--- src/rtl/usb_bw_pkg.sv ---
package usb_bw_pkg;

  typedef enum logic [1:0] {
    SPD_FULL = 2'd0,
    SPD_LOW  = 2'd1,
    SPD_HIGH = 2'd2,
    SPD_BAD  = 2'd3
  } speed_e;

  typedef enum logic [1:0] {
    XF_PLAIN   = 2'd0,
    XF_ISO_OUT = 2'd1,
    XF_ISO_IN  = 2'd2,
    XF_BAD     = 2'd3
  } xfer_e;

  typedef enum logic [1:0] {
    SPL_NONE     = 2'd0,
    SPL_START    = 2'd1,
    SPL_COMPLETE = 2'd2,
    SPL_BAD      = 2'd3
  } split_e;

  // byte-time overheads
  localparam int unsigned FS_OVH_PLAIN   = 14;
  localparam int unsigned FS_OVH_ISO_OUT = 10;
  localparam int unsigned FS_OVH_ISO_IN  = 11;
  localparam int unsigned LS_OVH         = 97;
  localparam int unsigned LS_HUB_OVH     = 1;
  localparam int unsigned LS_CLK_MUL     = 8;
  localparam int unsigned HS_OVH_PLAIN   = 55;
  localparam int unsigned HS_OVH_ISO     = 38;
  localparam int unsigned SPLIT_OVH      = 4;
  localparam int unsigned HD_DEFAULT     = 18;

  // reciprocal of 6 scaled by 2^18, exact for dividends below 2^17
  localparam int unsigned RECIP6_MUL   = 43691;
  localparam int unsigned RECIP6_SHIFT = 18;

  typedef struct packed {
    logic       err;
    logic [7:0] base;     // fixed byte-time part
    logic [3:0] pay_mul;  // weight of the stuffed payload (0, 1 or 8)
    logic [1:0] rep;      // repeat count
  } cost_plan_t;

  function automatic int unsigned cost_sum(input int unsigned base,
                                           input int unsigned pay,
                                           input int unsigned pay_mul,
                                           input int unsigned hd,
                                           input int unsigned rep);
    return (base + pay * pay_mul + hd) * rep;
  endfunction

endpackage

--- src/rtl/usb_bw_decode.sv ---
module usb_bw_decode
  import usb_bw_pkg::*;
(
  input  logic [1:0] speed,
  input  logic [1:0] xfer,
  input  logic [1:0] split,
  input  logic       dir_in,
  input  logic [1:0] ntrans,
  output cost_plan_t plan
);

  speed_e sp;
  xfer_e  xf;
  split_e spl;
  logic   is_iso;
  logic   to_host;
  logic   bad_code;
  logic   bad_combo;

  assign sp  = speed_e'(speed);
  assign xf  = xfer_e'(xfer);
  assign spl = split_e'(split);

  assign is_iso   = (xf == XF_ISO_OUT) || (xf == XF_ISO_IN);
  assign to_host  = (xf == XF_ISO_IN) || ((xf == XF_PLAIN) && dir_in);
  assign bad_code = (sp == SPD_BAD) || (xf == XF_BAD) || (spl == SPL_BAD);
  assign bad_combo = ((sp == SPD_LOW) && is_iso) ||
                     ((sp == SPD_HIGH) && (spl != SPL_NONE)) ||
                     ((sp == SPD_HIGH) && (ntrans == 2'd0));

  always_comb begin
    plan         = '0;
    plan.err     = bad_code || bad_combo;
    plan.rep     = 2'd1;
    plan.pay_mul = 4'd1;
    if (spl != SPL_NONE) begin
      plan.base = 8'((is_iso ? HS_OVH_ISO : HS_OVH_PLAIN) + SPLIT_OVH);
      // payload rides on the phase that carries data
      if ((spl == SPL_START && !to_host) || (spl == SPL_COMPLETE && to_host))
        plan.pay_mul = 4'd1;
      else
        plan.pay_mul = 4'd0;
    end else begin
      unique case (sp)
        SPD_HIGH: begin
          plan.base = 8'(is_iso ? HS_OVH_ISO : HS_OVH_PLAIN);
          plan.rep  = ntrans;
        end
        SPD_LOW: begin
          plan.base    = 8'(LS_OVH + LS_HUB_OVH);
          plan.pay_mul = 4'(LS_CLK_MUL);
        end
        default: begin
          case (xf)
            XF_ISO_OUT: plan.base = 8'(FS_OVH_ISO_OUT);
            XF_ISO_IN:  plan.base = 8'(FS_OVH_ISO_IN);
            default:    plan.base = 8'(FS_OVH_PLAIN);
          endcase
        end
      endcase
    end
  end

endmodule

--- src/rtl/usb_bw_stuff.sv ---
module usb_bw_stuff
  import usb_bw_pkg::*;
#(
  parameter int MPS_W = 11,
  localparam int PAY_W = MPS_W + 1
) (
  input  logic [MPS_W-1:0] mps,
  output logic [PAY_W-1:0] stuffed
);

  localparam int X7_W = MPS_W + 3;

  logic [X7_W-1:0] x7;
  assign x7 = {mps, 3'b000} - X7_W'(mps);

  generate
    if (MPS_W <= 14) begin : g_recip
      localparam int PROD_W = X7_W + 16;
      logic [PROD_W-1:0] prod;
      assign prod    = PROD_W'(x7) * PROD_W'(RECIP6_MUL);
      assign stuffed = PAY_W'(prod >> RECIP6_SHIFT);
    end else begin : g_div
      assign stuffed = PAY_W'(x7 / X7_W'(6));
    end
  endgenerate

endmodule

--- src/rtl/usb_bw_hostdelay.sv ---
module usb_bw_hostdelay #(
  parameter int HD_W     = 8,
  parameter int HD_RESET = 18
) (
  input  logic            clk,
  input  logic            rst_n,
  input  logic            wr_en,
  input  logic [HD_W-1:0] wr_data,
  output logic [HD_W-1:0] delay_q
);

  always_ff @(posedge clk or negedge rst_n) begin
    if (!rst_n)     delay_q <= HD_W'(HD_RESET);
    else if (wr_en) delay_q <= wr_data;
  end

endmodule

--- src/rtl/usb_bw_cost_calc.sv ---
module usb_bw_cost_calc
  import usb_bw_pkg::*;
#(
  parameter int MPS_W  = 11,
  parameter int HD_W   = 8,
  parameter int COST_W = 16
) (
  input  logic              clk,
  input  logic              rst_n,
  input  logic              hd_wr_en,
  input  logic [HD_W-1:0]   hd_wr_data,
  input  logic              req_valid,
  input  logic [1:0]        req_speed,
  input  logic [1:0]        req_xfer,
  input  logic [1:0]        req_split,
  input  logic              req_dir_in,
  input  logic [1:0]        req_ntrans,
  input  logic [MPS_W-1:0]  req_mps,
  output logic              cost_valid,
  output logic              cost_err,
  output logic [COST_W-1:0] cost_bytes
);

  localparam int PAY_W = MPS_W + 1;

  cost_plan_t        plan_w;
  logic [PAY_W-1:0]  stuffed_w;
  logic [HD_W-1:0]   host_delay_q;

  // stage 1 state, named for the checker
  logic              pipe_s1_valid;
  logic              pipe_s1_err;
  logic [7:0]        s1_base;
  logic [3:0]        s1_pay_mul;
  logic [1:0]        s1_rep;
  logic [PAY_W-1:0]  s1_pay;
  logic [HD_W-1:0]   s1_hd;
  logic [COST_W-1:0] total_w;

  usb_bw_decode u_decode (
    .speed  (req_speed),
    .xfer   (req_xfer),
    .split  (req_split),
    .dir_in (req_dir_in),
    .ntrans (req_ntrans),
    .plan   (plan_w)
  );

  usb_bw_stuff #(.MPS_W(MPS_W)) u_stuff (
    .mps     (req_mps),
    .stuffed (stuffed_w)
  );

  usb_bw_hostdelay #(.HD_W(HD_W), .HD_RESET(HD_DEFAULT)) u_hd (
    .clk     (clk),
    .rst_n   (rst_n),
    .wr_en   (hd_wr_en),
    .wr_data (hd_wr_data),
    .delay_q (host_delay_q)
  );

  always_ff @(posedge clk or negedge rst_n) begin
    if (!rst_n) begin
      pipe_s1_valid <= 1'b0;
      pipe_s1_err   <= 1'b0;
      s1_base       <= '0;
      s1_pay_mul    <= '0;
      s1_rep        <= '0;
      s1_pay        <= '0;
      s1_hd         <= '0;
    end else begin
      pipe_s1_valid <= req_valid;
      pipe_s1_err   <= req_valid && plan_w.err;
      if (req_valid) begin
        s1_base    <= plan_w.base;
        s1_pay_mul <= plan_w.pay_mul;
        s1_rep     <= plan_w.rep;
        s1_pay     <= stuffed_w;
        s1_hd      <= host_delay_q;  // value before any same-cycle write
      end
    end
  end

  assign total_w = COST_W'(cost_sum(32'(s1_base), 32'(s1_pay), 32'(s1_pay_mul),
                                    32'(s1_hd), 32'(s1_rep)));

  always_ff @(posedge clk or negedge rst_n) begin
    if (!rst_n) begin
      cost_valid <= 1'b0;
      cost_err   <= 1'b0;
      cost_bytes <= '0;
    end else begin
      cost_valid <= pipe_s1_valid;
      cost_err   <= pipe_s1_valid && pipe_s1_err;
      cost_bytes <= (pipe_s1_valid && !pipe_s1_err) ? total_w : '0;
    end
  end

endmodule

--- config.mk ---
export PLATFORM = sky130hd
export DESIGN_NAME = usb_bw_cost_calc
export DESIGN_NICKNAME = d
export VERILOG_FILES = /design/src/rtl/usb_bw_pkg.sv /design/src/rtl/usb_bw_decode.sv /design/src/rtl/usb_bw_stuff.sv /design/src/rtl/usb_bw_hostdelay.sv /design/src/rtl/usb_bw_cost_calc.sv
export SDC_FILE = /design/constraint.sdc
export NUM_CORES = 1
export LEC_CHECK = 0
export BUFFER_PORTS_ARGS = -buffer_cell sky130_fd_sc_hd__buf_2
export CAP_MARGIN = 30
export CELL_PAD_IN_SITES_DETAIL_PLACEMENT = 1
export CELL_PAD_IN_SITES_GLOBAL_PLACEMENT = 1
export CORE_MARGIN = 2
export CORE_UTILIZATION = 50
export CTS_CLUSTER_SIZE = 12
export DETAILED_ROUTE_END_ITERATION = 8
export PLACE_DENSITY_LB_ADDON = 0.1
export SYNTH_ARGS = -nofsm -noshare
export SYNTH_HDL_FRONTEND = slang
export SYNTH_SLANG_ARGS = --single-unit
--- constraint.sdc ---
create_clock -name clk -period 7 [get_ports clk]
set_input_delay 0.35 -clock clk [delete_from_list [all_inputs] [get_ports clk]]
set_output_delay 0.35 -clock clk [all_outputs]
set_load 0.1 [all_outputs]
Yosys cells after proc, flatten, opt, wreduce, memory -nomap -nowiden
Cells that the tools add are included.
{"block": "word_totals", "ff_bits": 62, "out_inout_bits": 18, "wordCells": 58, "in_bits": 32}
{"block": "op_classes", "addsub": 4, "n_mul": 3, "eq_ne": 9, "n_reduce_logical": 22, "muxes": 9}
{"operator": "$mul 14x16->30 const B", "n": 1}
{"operator": "$add 17x8->18", "n": 1}
{"operator": "$mul 18x2->16", "n": 1}
{"operator": "$add 8x16->17", "n": 1}
{"operator": "$mul 12x4->16", "n": 1}
{"operator": "$mux 16", "n": 1}
{"operator": "$pmux 8 s2", "n": 1}
{"operator": "$sub 14x11->14", "n": 1}
{"operator": "$eq 2x2->1 const B", "n": 6}
{"operator": "$mux 12", "n": 1}
{"operator": "$logic_and 1x1->1", "n": 9}
{"operator": "$add 8x3->8 const B", "n": 1}
{"operator": "$logic_or 1x1->1", "n": 8}
{"operator": "$eq 2x1->1 const B", "n": 3}
{"operator": "$pmux 3 s2", "n": 1}
{"operator": "$mux 5", "n": 1}
{"operator": "$logic_not 2->1", "n": 2}
{"operator": "$mux 2", "n": 2}
{"operator": "$mux 4", "n": 1}
{"operator": "$logic_not 1->1", "n": 2}
{"operator": "$reduce_bool 2->1", "n": 1}
{"operator": "$mux 1", "n": 1}

Logic depth before layout (Yosys ltp)
Gate-level depths: netlist of run 1.
{"block": "logic_depth", "depth_word": 8, "depth_mapped": 28, "mapped_depth_nobuf": 27}

By module
A second synthesis of run 1 with hierarchy kept.
{"block": "hier_totals", "cells_unflattened": 911, "area_unflattened_um2": 8997.4}
{"module": "usb_bw_cost_calc", "cells_per_inst": 451, "instances": 1, "seq_area_each_um2": 1351.3, "area_per_inst_um2": 4546.9}
{"module": "usb_bw_stuff", "cells_per_inst": 404, "instances": 1, "seq_area_each_um2": 0.0, "area_per_inst_um2": 3808.7}
{"module": "usb_bw_hostdelay", "cells_per_inst": 17, "instances": 1, "seq_area_each_um2": 202.7, "area_per_inst_um2": 334.1}
{"module": "usb_bw_decode", "cells_per_inst": 39, "instances": 1, "seq_area_each_um2": 0.0, "area_per_inst_um2": 307.8}

Least setup slack after synthesis of run 1
No wires, ideal clock.
{"block": "synth_path", "path_type": "in2reg", "from": "in req_mps[3]", "to": "reg s1_pay[5]", "required_ps": 6875, "path_buffers": 0, "setup_slack_ps": 433, "setup_ps": 125, "arrival_ps": 6443, "path_stages": 25, "cell_sequence": "inv_1 > ha_1 > nor4b_1 > o211ai_1 > a21boi_1 > or4_1 > o311ai_2 > o21ai_0 > xnor2_1 > ha_1 > fa_1 > inv_1 > fa_1 > fa_1 > inv_1 > fa_1 > fa_1 > ha_1 > a211oi_1 > o21ai_1 > a21oi_1 > a21boi_4 > a221o_1 > xor2_1 > mux2_2"}
{"block": "synth_between", "elab_chain_len": 2}
{"item": "from (decl)", "line_no": "usb_bw_cost_calc.sv:18", "source": "input logic [MPS_W-1:0] req_mps,"}
{"item": "$sub 14x11->14", "line_no": "usb_bw_stuff.sv:14", "source": "assign x7 = {mps, 3'b000} - X7_W'(mps);"}
{"item": "$mul 14x16->30", "line_no": "usb_bw_stuff.sv:20", "source": "assign prod = PROD_W'(x7) * PROD_W'(RECIP6_MUL);"}
{"item": "to (signal assigned)", "line_no": "usb_bw_cost_calc.sv:78", "source": "s1_pay <= stuffed_w;"}
{"item": "to (decl)", "line_no": "usb_bw_cost_calc.sv:36", "source": "logic [PAY_W-1:0] s1_pay;"}
No other way between the ends.
A chain may end at the register's enable or synchronous reset.

Final worst setup path of run 1
{"block": "layout_path", "from": "in req_mps[0]", "to": "reg s1_pay[3]"}
The elaborated chain is that of the path after synthesis.

==> out/metrics.cfg, run 1 <==
[yosys]
yosys.area.top_type=ha_1
yosysTopAreaCellShare_pct=24.0
yosysMostFrequentCell=ha_1
synthTopCellsByCount=ha_1 (156), inv_1 (148), fa_1 (70)
ys.flop_type=dfrtp_1
syn_inst=853
syn_avg_cell_area_sq_um=9.53
ys_seq_area_share_pct=17.9
yosys-top-cells-area=ha_1 (24%), dfrtp_1 (17%), fa_1 (17%)
ys_async_sr_fraction_pct=100
ys_types=68
syn_area_sq_mm=0.00813
synth_nets=1111
synth_seq_cells=58
yosys_warnings=0
synth_edf_count=0

[global_route]
antenna_found_initial=0
grt_pass1_wl_mm=32.6
grt_overflow=0
track_usage_pct=23.0
grt_max_degree=59
grt_pass1_vias=6915

[setup_path]
critPathLaunchType=primary input
worstSetupPathType=in -> reg
end_kind=register
critPathMaxFanout=6
cp.arrival_ns=7.01
cp.required_ns=7.22

[run]
cap_violations=0

[placement]
place_hpwl_mm=16.2
placed_cells=1111
gp_congestion=0.855
port_buffers=49
post-place-ws_ns=-0.204

[layout]
nNetsFinal=1167
layout-drive-gt1-share_pct=14.2
seq_area_sq_mm=0.00145
syn_to_final_growth_pct=11.7
antennaDiodeCount=0
fin_cells=1130
multi_input_area_sq_mm=0.00612
post-route-util_pct=57.2
nFillCells=1847

[clock_tree]
clk_latency_ns=0.34
ctsHoldBuffers=0
cts_buffer_depth=2
cts_made_buffers=9
clk_pin_slew_worst_paths_ns=0.06
cts_tree=done
cts_root_buffer=clkbuf_16
clock_sinks=58
htree_levels=3

[detailed_routing]
routed_wl_mm=19.0
viasPerCell=5.42
wl_per_cell_um=16.9
drcViolationCount=0
detail-route-antenna-nets=0
drtPass1Iterations=4
vias=6119
drtIter0Drc=137

[timing]
finalCritPeriodShare_pct=97.0
finClkSkew_ns=0.00786
setup_slack_ns=0.212
final.min_clock_period_ns=6.79
drv_slew=0
hold_violations=0
tightest_slew_ns=0.742
fmax_mhz=147
slew_headroom_pct=50.5
setup_viol=0

[floorplan]
num_io_pins=50
num_rows=46
core_area_sq_mm=0.0159
start_util_pct=51.2
die_w_um=132
die_h_um=132
dieArea_sq_mm=0.0173

[hold_path]
hold_path_class=in -> async

[run_status]
status=complete, no violations

[cell families (layout without fill, tap and decap cells)]
group           Yosys count  count (layout)  synth area share, %
compound gates          138             138                 12.1
xor+xnor                 43              43                 4.73
fa+ha+maj               226             226                 41.2
buf+inv                 164             225                 7.57
flops                    58              58                 17.9
mux                      26              26                 3.54
simple gates            198             198                 13.0
[critical path: stages]
cell and delay, ns:
buf_2 0.13, ha_1 0.33, nor4b_2 0.18, o211ai_1 0.16
a21boi_1 0.10, or4_4 0.44, o311ai_4 0.13, o21ai_1 0.14
xnor2_1 0.33, buf_4 0.17, ha_1 0.21, inv_1 0.08
fa_1 0.43, fa_1 0.51, fa_1 0.52, inv_1 0.06
fa_1 0.56, fa_1 0.42, ha_1 0.32, nand2_1 0.13
nor3_4 0.22, o311ai_4 0.14, a21boi_4 0.31, buf_4 0.17
a21oi_2 0.07, xnor2_1 0.12, mux2_2 0.26
[layout by cell type, fill, tap and decap left out, types with 4 or more instances in the layout]
cell       Yosys  final
mux2i_1        4      4
nand2_1       42     42
buf_4          0     11
mux2_2        22     22
o21ai_0       20     19
nor2_1        42     42
ha_1         156    155
a21oi_1       39     39
a31oi_1        9      8
xnor2_1       30     30
dfrtp_1       56     56
clkbuf_16      0      9
nand4_1        7      7
inv_1        148    147
o31ai_1        5      5
and2_1        55     55
a21o_1        13     13
buf_2          0     49
nor3_1         8      8
nor2b_1        6      6
fa_1          70     70
and3_1         4      4
xor2_1        12     12
a211oi_1       5      5
nand3_1       10      9
o21ai_1        7      7
[registers in the layout, indices dropped and copies added (netlist names)]
signal,count
cost_err,1
s1_base,6
pipe_s1_valid,1
u_hd.delay_q,8
cost_bytes,16
cost_valid,1
s1_rep,2
s1_pay,12
s1_pay_mul,2
s1_hd,8
pipe_s1_err,1
[metal layers]
layer	part of all wire [%]	vias up	GRT usage, %
li1	-	2974	-
met1	37	3043	23.3
met2	58	74	46.6
met3	1.8	28	2.93
met4	3.0	0	9.54
met5	0	-	0
[worst paths after layout]
path                                                     to                 startpoint  depth (start not counted)  slack [ns]
min in group clk                u_hd.delay_q[0]$_DFFE_PN0P_              hd_wr_data[0]                          2        0.25
worst min register to register         cost_valid$_DFF_PN0_    pipe_s1_valid$_DFF_PN0_                          0        0.41
worst max-delay path                  s1_pay[3]$_DFFE_PN0P_                 req_mps[0]                         27        0.21
worst max register to register     cost_bytes[15]$_DFF_PN0_  s1_pay_mul[0]$_DFFE_PN0P_                         20        1.36
max in group asynchronous            s1_pay[11]$_DFFE_PN0P_                      rst_n                          2        6.35
worst min-delay path                   cost_valid$_DFF_PN0_                      rst_n                          2        0.16
[stage by stage]
stage | setup TNS (ns) | hold WS [ns] | instance area [sq um]
2_1_floorplan | 0 | 0.0544 | 8130
3_3_place_gp | 0 | 0.398 | 8650
3_5_place_dp | -1.12 | 0.402 | 8650
4_1_cts | 0 | 0.196 | 9000
5_1_grt | -0.100 | 0.240 | 9080
6_report | 0 | 0.162 | 9080
[timing repair]
item / in CTS / in global routing
buffers inserted: 0 / 3
endpoints found under the setup margin: 0 / 9
gates resized for setup: 0 / 12
[cell type report]
type                            count  area share, %
Timing Repair Buffer               60           3.61
Multi-Input combinational cell    631           67.4
Tap cell                          216           2.98
Clock inverter                      7           1.38
Sequential cell                    58           16.0
Inverter                          149           6.16
Clock buffer                        9           2.48
Power of run 1 is left out: the tool's default activity adds up to more than one toggle a clock period on the data nets, which glitch-free logic cannot reach.
==> run 2, diff against run 1 <==
CTS_BUF_LIST = sky130_fd_sc_hd__clkbuf_8   (was unset)
==> run 2 against run 1 <==
  * Global-route usage fell by 0.14 points
  * Sequential cell count did not move
  * Cell count about the same
  * Register-to-register slack better by 0.03 ns
  * Die area did not move
  * First-iteration DRC count did not move
  * Via count is 0.75% lower
  * Sequential share of layout area increased by 0.24 points
  * Clock skew increased by 0.0050 ns
  * Count of clock-buffer cells in the layout unchanged
  * Setup slack worse by 0.021 ns
==> out/metrics.cfg, run 2 (same netlist as run 1, synthesis figures left out) <==
[clock_tree]
cts_root_buffer=clkbuf_8
htree_levels=3
ctsHoldBuffers=0
cts_made_buffers=9
clock_sinks=58
clk_pin_slew_worst_paths_ns=0.08
cts_tree=done
cts_buffer_depth=2
clk_latency_ns=0.38

[global_route]
track_usage_pct=22.9
antenna_found_initial=0
grt_busiest_layer=met2
grt_pass1_wl_mm=32.3
use_met2_pct=46.9
grt_overflow=0
grt_pass1_vias=6910
grt_max_degree=59
met3_usage_pct=1.85
grt_use_met1_pct=23.1

[setup_path]
cp.required_ns=7.25
cp.arrival_ns=7.06
critPathLaunchType=primary input
end_kind=register
worstSetupPathType=in -> reg
r2r_cells=22
critPathMaxFanout=6

[layout]
final_common_cell=ha_1
layout-drive-gt1-share_pct=13.8
largest_register_ffs=16
multi_input_area_sq_mm=0.00609
antennaDiodeCount=0
nFillCells=1860
fin_cells=1129
syn_to_final_growth_pct=10.1
nNetsFinal=1166
layout_common_cells=ha_1 (155), inv_1 (147), fa_1 (70)
top_register=cost_bytes
design_area_sq_mm=0.00895
top_regs=cost_bytes x16, s1_pay x12
seq_area_sq_mm=0.00145

[placement]
place_hpwl_mm=16.2
place_area_sq_mm=0.00865
gp_congestion=0.855
port_buffers=49
placed_cells=1111

[timing]
fmax_mhz=147
finalCritPeriodShare_pct=97.3
tns_ns=0
finClkSkew_ns=0.0129
hold_violations=0
whs_ns=0.121
final.min_clock_period_ns=6.81
slew_headroom_pct=51.3
tightest_slew_ns=0.730
setup_viol=0
drv_slew=0

[floorplan]
start_util_pct=51.2
num_rows=46
dieArea_sq_mm=0.0173
num_io_pins=50
die_w_um=132
die_h_um=132
core_area_sq_mm=0.0159

[detailed_routing]
drtPass1Iterations=4
routed_wl_mm=18.7
wl_per_cell_um=16.6
drtIter0Drc=137
drcViolationCount=0
viasPerCell=5.38
vias=6073
detail-route-antenna-nets=0

[run]
cap_violations=0

[run_status]
status=complete, no violations

[hold_path]
hold_path_class=in -> async

## run 2: changes by cell type in the layout (fill, tap and decap cells not counted)
cell / previous run / this run
clkbuf_8: 0 / 9
a31oi_1: 8 / 9
o311ai_2: 0 / 1
or4_4: 1 / 0
a31oi_2: 1 / 0
nand3_1: 9 / 10
o311ai_4: 2 / 1
clkbuf_16: 9 / 0
buf_4: 11 / 10
nand3_2: 2 / 1
or4_1: 0 / 1
## run 2: critical path: stages
cell      delay, ns
buf_2          0.13
ha_1           0.33
nor4b_2        0.18
o211ai_1       0.16
a21boi_1       0.10
or4_1          0.44
o311ai_2       0.16
o21ai_1        0.15
xnor2_1        0.32
ha_2           0.38
inv_1          0.08
fa_1           0.45
fa_1           0.53
fa_1           0.53
inv_1          0.06
fa_1           0.43
fa_1           0.45
ha_1           0.36
nand3_2        0.16
nor3_4         0.22
o311ai_4       0.14
a21boi_4       0.32
buf_4          0.18
a21oi_2        0.07
xnor2_1        0.12
mux2_2         0.26
## run 2: final cells by class
type / count / area share [%]
tap: 216 / 3.02
multi-input combinational: 631 / 68.1
timing repair buffer: 59 / 3.58
sequential: 58 / 16.2
inverter: 149 / 6.25
clock buffer: 9 / 1.38
clock inverter: 7 / 1.40
## run 2: through the flow
step	utilization, %	setup WS [ns]
after floorplan	-	0.433
after global placement	54.4	0.0850
after detailed placement	54.4	-0.204
after CTS	56.0	0.190
after global routing	56.3	-0.0537
final	56.3	0.191
## run 2: timing repair
item / CTS / global route
buffers inserted: 0 / 2
endpoints found under the setup margin: 0 / 9
gates resized for setup: 0 / 8
## run 2: metal layers
layer	vias to the layer above	wire length, um
met5	-	0
met4	0	493
met3	27	224
met2	66	11000
met1	3011	7000
li1	2969	-
## run 2: final timing paths
path | from | to | slack (ns)
setup / recovery | req_mps[0] | s1_pay[3]$_DFFE_PN0P_ | 0.19
hold / removal | rst_n | cost_bytes[9]$_DFF_PN0_ | 0.12
setup reg to reg | s1_pay_mul[0]$_DFFE_PN0P_ | cost_bytes[15]$_DFF_PN0_ | 1.39
hold reg to reg | pipe_s1_valid$_DFF_PN0_ | cost_valid$_DFF_PN0_ | 0.42
max in group asynchronous | rst_n | s1_pay[11]$_DFFE_PN0P_ | 6.39
min in group clk | hd_wr_data[5] | u_hd.delay_q[5]$_DFFE_PN0P_ | 0.21
Power of run 2 is left out for the same reason.
